[config.mk]
export PLATFORM = sky130hd
export DESIGN_NAME = dma2d_addr_gen
export DESIGN_NICKNAME = d
export VERILOG_FILES = /design/src/rtl/dma2d_pkg.sv /design/src/rtl/dma2d_cfg.sv /design/src/rtl/dma2d_walk.sv /design/src/rtl/dma2d_seq.sv /design/src/rtl/dma2d_addr_gen.sv
export SDC_FILE = /design/constraint.sdc
export NUM_CORES = 1
export LEC_CHECK = 0
export ABC_CLOCK_PERIOD_IN_PS = 10700
export BUFFER_PORTS_ARGS = -buffer_cell sky130_fd_sc_hd__buf_4
export CAP_MARGIN = 30
export CORE_MARGIN = 5
export CORE_UTILIZATION = 35
export DETAILED_ROUTE_END_ITERATION = 7
export REMOVE_ABC_BUFFERS = 1
export SLEW_MARGIN = 20
export SYNTH_ARGS = -nofsm -noshare
export SYNTH_HDL_FRONTEND = slang
export SYNTH_SLANG_ARGS = --single-unit
[constraint.sdc]
create_clock -name clk -period 10.7 [get_ports clk]
set_input_delay 2.14 -clock clk [delete_from_list [all_inputs] [get_ports clk]]
set_output_delay 2.14 -clock clk [all_outputs]
set_load 0.01 [all_outputs]
[src/rtl/dma2d_pkg.sv]
package dma2d_pkg;

    typedef enum logic [1:0] {
        ST_IDLE  = 2'd0,
        ST_LINES = 2'd1,
        ST_LOOP  = 2'd2
    } eng_state_e;

    // Field order matches the control word: bit 5 dir, bit 4 burst, [3:0] channel.
    typedef struct packed {
        logic       dir;
        logic       burst4;
        logic [3:0] chan;
    } xfer_ctl_t;

    localparam int SEL_W = 3;
    localparam logic [SEL_W-1:0] SEL_PITCH = 3'd0;
    localparam logic [SEL_W-1:0] SEL_CTL   = 3'd1;
    localparam logic [SEL_W-1:0] SEL_LEN   = 3'd2;
    localparam logic [SEL_W-1:0] SEL_COUNT = 3'd3;
    localparam logic [SEL_W-1:0] SEL_START = 3'd4;

endpackage

[src/rtl/dma2d_cfg.sv]
module dma2d_cfg
    import dma2d_pkg::*;
#(
    parameter int AW = 32,
    parameter int LW = 16
) (
    input  logic             clk,
    input  logic             rst_n,
    input  logic             we,
    input  logic [SEL_W-1:0] sel,
    input  logic [AW-1:0]    wdata,
    output logic [LW-1:0]    pitch,
    output logic [LW-1:0]    len,
    output logic [LW-1:0]    count,
    output xfer_ctl_t        ctl,
    output logic             start_req,
    output logic [AW-1:0]    start_addr
);

    localparam int CTL_W = $bits(xfer_ctl_t);

    always_ff @(posedge clk or negedge rst_n) begin
        if (!rst_n) begin
            pitch <= '0;
            len   <= '0;
            count <= '0;
            ctl   <= '0;
        end else if (we) begin
            unique case (sel)
                SEL_PITCH: pitch <= wdata[LW-1:0];
                SEL_LEN:   len   <= wdata[LW-1:0];
                SEL_COUNT: count <= wdata[LW-1:0];
                SEL_CTL:   ctl   <= xfer_ctl_t'(wdata[CTL_W-1:0]);
                default:   ;
            endcase
        end
    end

    // The start register is not stored: its write is the trigger.
    assign start_req  = we && (sel == SEL_START);
    assign start_addr = wdata;

endmodule

[src/rtl/dma2d_walk.sv]
module dma2d_walk
    import dma2d_pkg::*;
#(
    parameter int AW = 32,
    parameter int LW = 16
) (
    input  logic          clk,
    input  logic          rst_n,
    input  logic          load,
    input  logic [AW-1:0] start_addr,
    input  logic [LW-1:0] len,
    input  logic [LW-1:0] count,
    input  logic [LW-1:0] pitch,
    input  xfer_ctl_t     ctl_in,
    input  logic          step,
    output logic [AW-1:0] addr,
    output xfer_ctl_t     ctl_q,
    output logic          last_beat,
    output logic          at_half,
    output logic          at_end
);

    localparam int AREA_W = 2 * LW + 1;

    logic [AW-1:0]     addr_q, base_q;
    logic [LW-1:0]     x_q, y_q, len_q, count_q, pitch_q;
    logic [AREA_W-1:0] off_q, area_q, half_q, area_d;
    logic              loop_q;

    assign area_d = AREA_W'(pitch) * (AREA_W'(count) + AREA_W'(1));

    assign last_beat = !loop_q && (x_q == len_q - LW'(1)) && (y_q == count_q);
    assign at_end    = loop_q && ((off_q + AREA_W'(1)) >= area_q);
    assign at_half   = loop_q && (half_q != '0) && (off_q == half_q - AREA_W'(1));

    always_ff @(posedge clk or negedge rst_n) begin
        if (!rst_n) begin
            addr_q  <= '0;
            base_q  <= '0;
            x_q     <= '0;
            y_q     <= '0;
            off_q   <= '0;
            len_q   <= '0;
            count_q <= '0;
            pitch_q <= '0;
            area_q  <= '0;
            half_q  <= '0;
            loop_q  <= 1'b0;
            ctl_q   <= '0;
        end else if (load) begin
            addr_q  <= start_addr;
            base_q  <= start_addr;
            x_q     <= '0;
            y_q     <= '0;
            off_q   <= '0;
            len_q   <= len;
            count_q <= count;
            pitch_q <= pitch;
            area_q  <= area_d;
            half_q  <= area_d >> 1;
            loop_q  <= (len == '0);
            ctl_q   <= ctl_in;
        end else if (step) begin
            if (loop_q) begin
                if (at_end) begin
                    addr_q <= base_q;
                    off_q  <= '0;
                end else begin
                    addr_q <= addr_q + AW'(1);
                    off_q  <= off_q + AREA_W'(1);
                end
            end else if (x_q == len_q - LW'(1)) begin
                if (y_q != count_q) begin
                    base_q <= base_q + AW'(pitch_q);
                    addr_q <= base_q + AW'(pitch_q);
                    x_q    <= '0;
                    y_q    <= y_q + LW'(1);
                end
            end else begin
                x_q    <= x_q + LW'(1);
                addr_q <= addr_q + AW'(1);
            end
        end
    end

    assign addr = addr_q;

endmodule

[src/rtl/dma2d_seq.sv]
module dma2d_seq
    import dma2d_pkg::*;
(
    input  logic       clk,
    input  logic       rst_n,
    input  logic       start_req,
    input  logic       loop_sel,
    input  logic       stop,
    input  logic       beat,
    input  logic       last_beat,
    input  logic       at_half,
    input  logic       at_end,
    output eng_state_e state,
    output logic       load,
    output logic       evt_done,
    output logic       evt_half,
    output logic       evt_wrap
);

    eng_state_e state_d;

    assign load = (state == ST_IDLE) && start_req && !stop;

    always_comb begin
        state_d = state;
        unique case (state)
            ST_IDLE: begin
                if (load) state_d = loop_sel ? ST_LOOP : ST_LINES;
            end
            ST_LINES: begin
                if (stop || (beat && last_beat)) state_d = ST_IDLE;
            end
            ST_LOOP: begin
                if (stop) state_d = ST_IDLE;
            end
            default: state_d = ST_IDLE;
        endcase
    end

    always_ff @(posedge clk or negedge rst_n) begin
        if (!rst_n) state <= ST_IDLE;
        else        state <= state_d;
    end

    always_ff @(posedge clk or negedge rst_n) begin
        if (!rst_n) begin
            evt_done <= 1'b0;
            evt_half <= 1'b0;
            evt_wrap <= 1'b0;
        end else begin
            evt_done <= (state == ST_LINES) && beat && last_beat && !stop;
            evt_half <= (state == ST_LOOP)  && beat && at_half   && !stop;
            evt_wrap <= (state == ST_LOOP)  && beat && at_end    && !stop;
        end
    end

endmodule

[src/rtl/dma2d_addr_gen.sv]
module dma2d_addr_gen
    import dma2d_pkg::*;
#(
    parameter int AW = 32,
    parameter int LW = 16
) (
    input  logic             clk,
    input  logic             rst_n,
    input  logic             cfg_we,
    input  logic [SEL_W-1:0] cfg_sel,
    input  logic [AW-1:0]    cfg_wdata,
    input  logic             stop,
    input  logic             req_ready,
    output logic             req_valid,
    output logic [AW-1:0]    req_addr,
    output logic [3:0]       req_chan,
    output logic             req_burst4,
    output logic             req_dir,
    output logic             evt_done,
    output logic             evt_half,
    output logic             evt_wrap
);

    logic [LW-1:0] pitch, len, count;
    xfer_ctl_t     ctl, ctl_q;
    logic          start_req, load, beat, last_beat, at_half, at_end;
    logic [AW-1:0] start_addr;
    eng_state_e    state;

    dma2d_cfg #(.AW(AW), .LW(LW)) u_cfg (
        .clk        (clk),
        .rst_n      (rst_n),
        .we         (cfg_we),
        .sel        (cfg_sel),
        .wdata      (cfg_wdata),
        .pitch      (pitch),
        .len        (len),
        .count      (count),
        .ctl        (ctl),
        .start_req  (start_req),
        .start_addr (start_addr)
    );

    dma2d_seq u_seq (
        .clk       (clk),
        .rst_n     (rst_n),
        .start_req (start_req),
        .loop_sel  (len == '0),
        .stop      (stop),
        .beat      (beat),
        .last_beat (last_beat),
        .at_half   (at_half),
        .at_end    (at_end),
        .state     (state),
        .load      (load),
        .evt_done  (evt_done),
        .evt_half  (evt_half),
        .evt_wrap  (evt_wrap)
    );

    dma2d_walk #(.AW(AW), .LW(LW)) u_walk (
        .clk        (clk),
        .rst_n      (rst_n),
        .load       (load),
        .start_addr (start_addr),
        .len        (len),
        .count      (count),
        .pitch      (pitch),
        .ctl_in     (ctl),
        .step       (beat && !stop),
        .addr       (req_addr),
        .ctl_q      (ctl_q),
        .last_beat  (last_beat),
        .at_half    (at_half),
        .at_end     (at_end)
    );

    assign req_valid  = (state != ST_IDLE);
    assign beat       = req_valid && req_ready;
    assign req_chan   = ctl_q.chan;
    assign req_burst4 = ctl_q.burst4;
    assign req_dir    = ctl_q.dir;

endmodule

==> metrics.md, run 1 <==
| Metric | Value |
|---|---|
| Synth area leader | dfrtp_1 |
| H-tree Lvls | 2 |
| Unique cell type count in the Yosys netlist | 74 |
| Crit path time final | 8.34 ns |
| Asr flop ratio synth | 1.00 |
| Pin count of the biggest net entering global routing | 164 |
| Hold path depth | 2 |
| Max_slew headroom | 0.310 |
| Post-route antenna net violation count | 0 |
| Reg2reg path depth | 25 |
| Wire per inst | 17.5 um |
| Hold WC Path Type | reg2reg |
| Fmax | 120 MHz |
| Row cnt | 100 |
| Tcrit/Tclk final | 0.779 |
| Clock slew at reported path FFs | 0.06 ns |
| Gr busiest metal | met2 |
| Synth-to-layout area growth | 10.5% |
| Routability cong. | 0.858 |
| Latest clock arrival within the worst-skew pair | 0.56 ns |
| Met2 usage | 0.286 |
| Reg-to-Reg Start | u_cfg.count[0] |
| Die span in y | 284 um |
| Finished Core Util | 0.390 |
| Post-CTS setup buffer count | 0 |
| Critical path data required time | 11.13 ns |
| PostCTS Resize Cnt | 0 |
| Dpl hpwl | 50.2 mm |
| Hold Path Origin | u_cfg.ctl[1] |
| Most common cell in the netlist | nand2_1 |
| Total number of vias | 21100 |
| Die area | 80700 sq um |
| Clock sink count | 276 |
| CTS tree | yes |
| Slew @ Worst Pin | 1.02 ns |
| Core ar. | 74400 sq um |
| Crit-path max FO | 21 |
| Worst flop-to-flop path endpoint | u_walk.area_q[26] |
| TritonCTS Buffers | 36 |
| Setup violators final | 0 |
| Sum Neg Setup Slack | 0 ns |
| # diodes | 0 |
| Initial antenna violation count | 1 |
| Iteration-0 DRC Markers | 1327 |
| Synth warn | 0 |
| Critical Path AT | 8.77 ns |
| Synthesized area | 26300 sq um |
| Worst reg2reg setup slack | 2.36 ns |
| Kind of critical path | reg2reg |
| DRC viols | 0 |
| Number of global-route vias before repair | 20600 |
| Bufs on Longest Clock Path | 3 |
| RSZ-0062 raised after global routing | no |
| Layout cells sized above 1 | 0.0888 |
| Remaining global-route overflow | 0 |
| Starting density of the core | 0.353 |
| First-pass GRT wire length | 114 mm |
| CP endpoint kind | flip-flop |
| Number of synthesized flops with an enable pin | 0 |
| Total iterations of the first detailed-routing run | 5 |
| M3 GR Usage | 0.0162 |
| Synth top area cells | dfrtp_1 26%, fa_1 16%, ha_1 7.7%, nand2_1 6.8%, xnor2_1 4.7% |
| Final Hold Viols | 0 |
| Syn avg cell area | 8.75 sq um |
| Met1 usage | 0.240 |
| Crit start category | flip-flop |
| Top Ports | 82 |
| Share of the synthesized area in the top cell type | 0.263 |
| CTS Hold Bufs | 0 |
| Routed WL | 69.8 mm |
| Outcome | complete, no violations |
| CTS Root Buffer Type | clkbuf_16 |
| Sequential share of the synthesized area | 0.263 |
| Die Wd | 284 um |
| Hold EP | u_walk.ctl_q[1] |
| Port buffer count | 81 |
| Commonest cells post-synth | 475 x nand2_1, 286 x inv_1, 276 x dfrtp_1, 209 x fa_1, 161 x ha_1 |
| Synth Register Bits | 276 |
| Clk_skew | 0.0119 ns |
| Nets | 3402 |
| Routed vias/inst | 5.29 |
| Final number of max-transition violations | 0 |
| Number of max-cap violations | 0 |
| Top_reg_cell synth | dfrtp_1 |
| Gr usage total | 0.171 |
| Synth Instances | 3005 |
flip-flops by register name, summed over array words and instances, names as in the netlist, 32 cells and up:
signal and flops:
u_walk.addr 32, u_walk.base_q 32, u_walk.area_q 33, u_walk.off_q 33
cell type report:
type,count,area [sq um]
clock buffer,42,953
clock inverter,23,277
fill,7531,45400
inverter,286,1070
multi-input combinational,2279,17800
sequential,276,6910
tap,969,1210
timing repair buffer,113,871
layout by cell type, fill, tap and decap left out, types with 16 or more instances in the layout:
master / netlist / routed
o21ai_0: 128 / 128
nor2_1: 156 / 155
a22o_1: 28 / 28
fa_1: 209 / 209
nand4_1: 46 / 46
nand2_1: 475 / 475
xnor2_1: 142 / 137
nor4_1: 24 / 23
and4_1: 17 / 16
a21oi_1: 118 / 118
ha_1: 161 / 161
mux2_2: 61 / 61
a21o_1: 31 / 31
dfrtp_1: 276 / 276
nand2b_1: 21 / 21
buf_4: 2 / 107
clkbuf_16: 0 / 36
and2_1: 132 / 131
a31oi_1: 24 / 24
o31ai_1: 18 / 18
inv_1: 286 / 286
nor2b_1: 21 / 21
xor2_1: 81 / 81
or3_1: 19 / 19
nor3_1: 41 / 40
and3_1: 31 / 31
mux2i_1: 35 / 35
nand3_1: 75 / 75
a211oi_1: 19 / 19
o211ai_1: 31 / 31
cells by family (layout without fill, tap and decap cells):
family                   after synthesis  after routing  share of synthesized area
AO/OA/AOI/OAI                        491            491                      0.120
XOR/XNOR                             223            223                     0.0743
adder cells (fa/ha/maj)              370            370                      0.236
buffers and inverters                450            464                     0.0653
flip-flops                           276            276                      0.263
multiplexers                          96             96                     0.0395
AND/OR/NAND/NOR                     1099           1099                      0.202
through the flow:
stage	worst slack, ns	cells	hold slack [ns]	cell area, sq um
floorplan	3.12	2841	0.435	25600
global placement	2.59	3919	0.450	27800
detailed placement	2.35	3919	0.457	27800
CTS	2.33	3984	0.472	29000
global route	2.01	3988	0.507	29000
finish	2.36	3988	0.466	29000
critical path: stages, from the launching register on:
cell      delay (ns)
dfrtp_1         0.85
ha_1            0.33
nand3_1         0.17
or2_2           0.38
xnor2_1         0.14
buf_4           0.25
nand2_1         0.11
fa_1            0.54
fa_1            0.54
inv_1           0.05
fa_1            0.50
inv_1           0.05
fa_1            0.52
inv_1           0.05
fa_1            0.49
fa_1            0.41
ha_1            0.34
nand2_1         0.08
nor3_1          0.43
a21oi_1         0.20
o21ai_0         0.53
a21boi_0        0.31
o21ai_0         0.39
a21o_1          0.17
a211oi_1        0.07
o41ai_1         0.29
routing by layer:
| metal | part of all wire | routed length (um) | up-vias |
|---|---|---|---|
| li1 | - | - | 10000 |
| met1 | 0.46 | 32000 | 10600 |
| met2 | 0.49 | 34100 | 349 |
| met3 | 0.032 | 2230 | 82 |
| met4 | 0.020 | 1370 | 0 |
| met5 | 0 | 0 | - |
worst max path at each step:
| stage | depth (start not counted) | slack [ns] | from | to |
|---|---|---|---|---|
| 2_1_floorplan | 6 | 3.12 | stop | u_walk.addr[10] |
| 3_3_place_gp | 23 | 2.59 | u_cfg.count[0] | u_walk.area_q[29] |
| 3_5_place_dp | 23 | 2.35 | u_cfg.count[0] | u_walk.area_q[29] |
| 4_1_cts | 23 | 2.33 | u_cfg.count[0] | u_walk.area_q[29] |
| 5_1_grt | 25 | 2.01 | u_cfg.count[0] | u_walk.area_q[32] |
| 6_report | 25 | 2.36 | u_cfg.count[0] | u_walk.area_q[26] |
Power of run 1 is left out: the tool's default activity adds up to more than one toggle a clock period on the data nets, which glitch-free logic cannot reach.
==> inputs of run 2 (changes only) <==
- ABC_AREA: not set -> 1
- ABC_CLOCK_PERIOD_IN_PS: 10700 -> 8300
- clock period: 10.7 -> 8.3 ns (I/O delays scaled with it)
==> run 2 against run 1 <==
  * First-iteration DRC count increased by 51%
  * Count of clock-buffer cells in the layout up 7
  * Worst hold slack improved by 0.0065 ns
  * Synthesized cell count up 31%
==> metrics.md, run 2 <==
| Metric | Value |
|---|---|
| Leak | 0.0160 uW |
| Clk_skew | 0.0304 ns (+0.0185 ns) |
| Hold path depth | 2 (unchanged) |
| Die span in y | 293 um (+3.2%) |
| Final number of max-transition violations | 0 (unchanged) |
| Regs by FF count | u_walk.area_q (33), u_walk.off_q (33) |
| H-tree Lvls | 2 (unchanged) |
| First-pass GRT wire length | 137 mm (+20%) |
| Latest clock arrival within the worst-skew pair | 0.56 ns (about the same) |
| Critical Path AT | 7.74 ns (-1.03 ns) |
| Dpl hpwl | 66.6 mm (+33%) |
| Final Hold Viols | 0 (unchanged) |
| Total iterations of the first detailed-routing run | 7 (+2) |
| Synth top area cells | dfrtp_1 25%, fa_1 15%, nand2_1 14%, inv_1 8.9%, ha_1 7.2% |
| Routability cong. | 0.920 (+7.2%) |
| Clock slew at reported path FFs | 0.06 ns (about the same) |
| Worst reg2reg setup slack | 0.98 ns (-1.38 ns) |
| Most frequent cells in the layout | 1032 x nand2_1, 666 x inv_1, 393 x nor2_1, 276 x dfrtp_1, 240 x o21ai_0 |
| Unique cell type count in the Yosys netlist | 51 (-31%) |
| Bufs on Longest Clock Path | 3 (unchanged) |
| Most common cell in the netlist | nand2_1 |
| Reg-to-Reg Start | u_cfg.count[1] |
| Core ar. | 79300 sq um (+6.5%) |
| DRC viols | 0 (unchanged) |
| Sum Neg Setup Slack | 0 ns (unchanged) |
| Hold Path Origin | u_cfg.ctl[5] |
| Synth Register Bits | 276 (unchanged) |
| Die area | 85900 sq um (+6.5%) |
| Critical path data required time | 8.73 ns (-2.40 ns) |
| Number of global-route vias before repair | 24600 (+19%) |
| Crit path time final | 7.32 ns (-1.02 ns) |
| Clock sink count | 276 (unchanged) |
| Synthesized area | 28100 sq um (+6.7%) |
| Share of the synthesized area in the top cell type | 0.246 (-0.0166) |
| Commonest cells post-synth | 1032 x nand2_1, 666 x inv_1, 397 x nor2_1, 276 x dfrtp_1, 240 x o21ai_0 |
| Layout cells sized above 1 | 0.0635 (-0.0252) |
| Total number of vias | 25400 (+21%) |
| Syn avg cell area | 7.14 sq um (-18%) |
| Hold WC Path Type | reg2reg |
| Area of the multi-input gates | 18100 sq um (+1.9%) |
| Port buffer count | 81 (unchanged) |
| Pin count of the biggest net entering global routing | 134 (-18%) |
| Routed vias/inst | 5.06 (-4.4%) |
| Gr usage total | 0.197 (+0.0262) |
| Starting density of the core | 0.354 (+0.000876) |
| Top Ports | 82 (unchanged) |
| Worst flop-to-flop path endpoint | u_walk.area_q[24] |
| Tcrit/Tclk final | 0.881 (+0.102) |
| Top_reg_cell synth | dfrtp_1 |
| Synth-to-layout area growth | 10.4% |
| Synth Instances | 3929 (+31%) |
| Initial antenna violation count | 1 (unchanged) |
| Nets | 4365 (+28%) |
| PostCTS Resize Cnt | 0 (unchanged) |
| Synth warn | 0 (unchanged) |
| Row cnt | 103 (+3.0%) |
| Crit start category | flip-flop |
| RSZ-0062 raised after global routing | no |
| Remaining global-route overflow | 0 (unchanged) |
| Number of synthesized flops with an enable pin | 0 (unchanged) |
| Hold slack | 0.473 ns (+0.00646 ns) |
| Asr flop ratio synth | 1.00 (unchanged) |
| Flip-flop and latch area | 6910 sq um (unchanged) |
| Crit-path max FO | 9 (-57%) |
| Die Wd | 293 um (+3.2%) |
| Synth area leader | dfrtp_1 |
| CTS Hold Bufs | 0 (unchanged) |
| Reg2reg path depth | 33 (+32%) |
| TritonCTS Buffers | 36 (unchanged) |
| PwrDens | 414 nW/um^2 |
| Post-CTS setup buffer count | 0 (unchanged) |
| Hold EP | u_walk.ctl_q[5] |
| CTS Root Buffer Type | clkbuf_16 |
| CP endpoint kind | flip-flop |
| Filler cells | 8395 (+11%) |
| Slew @ Worst Pin | 0.819 ns (-0.202 ns) |
| Wire per inst | 17.0 um (-2.6%) |
| Sequential share of the synthesized area | 0.246 (-0.0166) |
| Outcome | complete, no violations |
| Iteration-0 DRC Markers | 2008 (+51%) |
| Kind of critical path | reg2reg |
| Max stage delay on crit path | 0.55 ns (-0.30 ns) |
| Number of max-cap violations | 0 (unchanged) |
| Max_slew headroom | 0.453 (+0.144) |
| Routed WL | 85.8 mm (+23%) |
| Most used cell, CP | nand2_1 |
| Setup violators final | 0 (unchanged) |
| Slowest CP cell | fa_1 |
| CTS tree | yes |
| Commonest non-fill, non-tap cell in the layout | nand2_1 |
| Fmax | 137 MHz (+14%) |
| Peak VDD IR | 0.425 mV |
| Post-route antenna net violation count | 0 (unchanged) |
## run 2: how the worst max path moves through the flow
stage / slack, ns / end / startpoint
after floorplan: 0.15 / u_walk.base_q[0] / stop
after global placement: 1.14 / u_walk.area_q[20] / u_cfg.count[1]
after detailed placement: 1.02 / u_walk.area_q[20] / u_cfg.count[1]
after CTS: 1.03 / u_walk.area_q[24] / u_cfg.count[1]
after global routing: 0.36 / u_walk.area_q[22] / u_cfg.count[0]
final: 0.98 / u_walk.area_q[24] / u_cfg.count[1]
## run 2: metal layers
layer  global-route usage  up-vias  routed length [um]
met5                    0        -                   0
met4               0.0607        0                2670
met3               0.0306      155                5220
met2                0.311      743               38400
met1                0.279    12200               39500
li1                     -    12300                   -
## run 2: logic make-up after synthesis
group                      count (synthesis)  share of synthesized area
DFF                                      276                      0.246
and+or+nand+nor                         1888                      0.286
AOI/OAI and AO/OA                        432                     0.0839
xor gates and xnor gates                 169                     0.0537
buffers and inverters                    794                      0.110
adders and majority gates                370                      0.221
## run 2: cell type report
type / count / area share
diodes: 1 / 0.0000808
clock buffers: 49 / 0.0343
clock inverters: 16 / 0.00687
inverters: 681 / 0.0827
multi-input cells: 2859 / 0.585
flip-flops and latches: 276 / 0.223
well taps: 1050 / 0.0424
repair buffers: 101 / 0.0260
## run 2: report_power, final
| group | switching, uW | internal (uW) | total, uW |
|---|---|---|---|
| Combinational | 5570 | 3250 | 8820 |
| Clock | 654 | 1030 | 1680 |
| Sequential | 601 | 1710 | 2310 |
## run 2: metrics by stage
stage                     area [sq um]  total power (uW)  utilization  cells  worst slack [ns]
final                            31000             12800        0.391   5033             0.985
after CTS                        30900             12900        0.390   5031              1.03
after detailed placement         29700             11100        0.374   4966              1.02
after global routing             31000             14300        0.391   5032             0.357
after global placement           29600             11000        0.374   4964              1.14
after floorplan                  27500              8680            -   3816             0.147
## run 2: worst max-delay path, delay by kind of cell, from the launching register on
family                     cells  cell delay (ns)
and+or+nand+nor               15             1.87
adders and majority gates      8             3.45
buffers and inverters          7             0.85
AOI/OAI and AO/OA              3             0.66
DFF                            1             0.38
(Power assumes the default switching activity.)
==> inputs of run 3 (changes only) <==
- CORE_ASPECT_RATIO: not set -> 1.1
- TNS_END_PERCENT: not set -> 50
==> run 3 against run 2 <==
  * Power is 0.73% lower
  * Fmax shrank 0.73%
  * Clock power about the same
  * Non-clock buffer count unchanged
  * Highest routed layer unchanged
  * Clock skew decreased by 0.0051 ns
  * Utilization fell by 0.38 points
  * Final cell count is essentially flat
  * Count of clock-buffer cells in the layout decreased by 2
  * Register-to-register slack lost 0.05 ns
  * Sequential power barely moved
  * Sequential share of layout area is essentially flat
  * First-iteration DRC count grew 2.2%
==> metrics.md, run 3 (synthesized netlist as in run 2, its figures left out) <==
| Metric | Value |
|---|---|
| Outcome | complete, no violations |
| DRC viols | 0 (unchanged) |
| # diodes | 0 (-1) |
| RSZ-0062 raised after global routing | no |
| Die Wd | 280 um (-4.5%) |
| Most frequent cells in the layout | 1032 x nand2_1, 665 x inv_1, 393 x nor2_1, 276 x dfrtp_1, 240 x o21ai_0 |
| Critical path data required time | 8.70 ns (-0.03 ns) |
| CP endpoint kind | flip-flop |
| Clk_skew | 0.0253 ns (-0.00506 ns) |
| Routability cong. | 0.903 (-1.8%) |
| Post-route antenna net violation count | 0 (unchanged) |
| Starting density of the core | 0.351 (-0.00293) |
| Max stage delay on crit path | 0.55 ns (about the same) |
| Number of max-cap violations | 0 (unchanged) |
| Die area | 85900 sq um (about the same) |
| Pre-CTS setup slack | 1.05 ns (+0.0358 ns) |
| Pin count of the biggest net entering global routing | 118 (-12%) |
| H-tree Lvls | 2 (unchanged) |
| Die span in y | 307 um (+4.7%) |
| Hold slack | 0.475 ns (+0.00190 ns) |
| Latest clock arrival within the worst-skew pair | 0.57 ns (about the same) |
| Initial antenna violation count | 1 (unchanged) |
| Dpl hpwl | 66.2 mm (-0.62%) |
| Final number of max-transition violations | 0 (unchanged) |
| Synth-to-layout area growth | 10.2% |
| Remaining global-route overflow | 0 (unchanged) |
| Slowest CP cell | fa_1 |
| Slew @ Worst Pin | 0.960 ns (+0.141 ns) |
| Crit start category | flip-flop |
| Critical Path AT | 7.77 ns (+0.03 ns) |
| Routed vias/inst | 4.99 (-1.3%) |
| Max_slew headroom | 0.360 (-0.0936) |
| Reg-to-Reg Start | u_cfg.count[0] |
| Bufs on Longest Clock Path | 3 (unchanged) |
| Peak VDD IR | 0.522 mV (+23%) |
| CP Buf/Inv Count | 10 (+3) |
| Row cnt | 109 (+5.8%) |
| Setup violators final | 0 (unchanged) |
| Gr usage total | 0.197 (-0.000198) |
| Tot Pwr | 12700 uW (-0.73%) |
| CTS tree | yes |
| Top Ports | 82 (unchanged) |
| Regs by FF count | u_walk.area_q (33), u_walk.off_q (33) |
| Crit path max-delay family | adder cells |
| Most used cell, CP | inv_1 |
| Routed WL | 85.5 mm (-0.28%) |
| Number of global-route vias before repair | 24800 (+0.91%) |
| PostCTS Resize Cnt | 0 (unchanged) |
| Sum Neg Setup Slack | 0 ns (unchanged) |
| Commonest non-fill, non-tap cell in the layout | nand2_1 |
| Wire per inst | 17.0 um (-0.30%) |
| Kind of critical path | reg2reg |
| CTS Hold Bufs | 0 (unchanged) |
| Crit path time final | 7.37 ns (+0.0537 ns) |
| Final Hold Viols | 0 (unchanged) |
| Total number of vias | 25100 (-1.2%) |
| Post-CTS setup buffer count | 0 (unchanged) |
| Hold Path Origin | u_cfg.ctl[2] |
| Iteration-0 DRC Markers | 2053 (+2.2%) |
| Setup WS post-layout | 0.931 ns (-0.0537 ns) |
| Core ar. | 79900 sq um (+0.84%) |
| Layout cells sized above 1 | 0.0633 (-0.000219) |
| Fmax | 136 MHz (-0.73%) |
| Crit-path max FO | 16 (+7) |
| Port buffer count | 81 (unchanged) |
| Clock sink count | 276 (unchanged) |
| TritonCTS Buffers | 36 (unchanged) |
| Hold WC Path Type | reg2reg |
| Clock slew at reported path FFs | 0.06 ns (about the same) |
| Nets | 4365 (unchanged) |
| Leak | 0.0160 uW (about the same) |
| PwrDens | 411 nW/um^2 (-0.57%) |
| Total iterations of the first detailed-routing run | 6 (-1) |
| CTS Root Buffer Type | clkbuf_16 |
| Tcrit/Tclk final | 0.888 (+0.00647) |
| CP Launch Point | u_cfg.count[0] |
| First-pass GRT wire length | 136 mm (-0.15%) |
==> run 3: final timing paths <==
kind                                endpoint  cells after the start  slack, ns
setup / recovery           u_walk.area_q[22]                     33       0.93
hold reg to reg              u_walk.ctl_q[2]                      2       0.47
max in group asynchronous     u_seq.evt_done                      2       5.76
hold / removal               u_walk.ctl_q[2]                      2       0.47
setup reg to reg           u_walk.area_q[22]                     33       0.93
min in group asynchronous  u_walk.area_q[27]                      1       1.15
==> run 3: cell type report <==
type	instances	area, sq um
multi-input combinational	2859	18100
tap	1054	1320
timing repair buffer	101	797
fill	8484	49000
sequential	276	6910
clock inverter	16	226
clock buffer	47	1010
inverter	681	2560
==> run 3: metal layers <==
metal	global-route usage	part of all wire	vias up
met5	0	0	-
met4	0.0632	0.035	0
met3	0.0248	0.054	150
met2	0.330	0.48	686
met1	0.265	0.44	11900
li1	-	-	12300
==> run 3: worst min-delay path: cells and delay by family (launching register included) <==
family	cells	cell delay, ns
DFF	1	0.34
and+or+nand+nor	2	0.10
==> run 3: power by group <==
group          switching [uW]  internal, uW
Combinational            5500          3250
Sequential                588          1710
Clock                     651          1020
==> run 3: metrics by stage <==
stage / util / area (sq um) / std cells
after detailed placement: 0.371 / 29700 / 4970
after global placement: 0.371 / 29600 / 4968
after global routing: 0.387 / 30900 / 5034
after floorplan: - / 27500 / 3816
final: 0.387 / 30900 / 5034
after CTS: 0.387 / 30900 / 5033
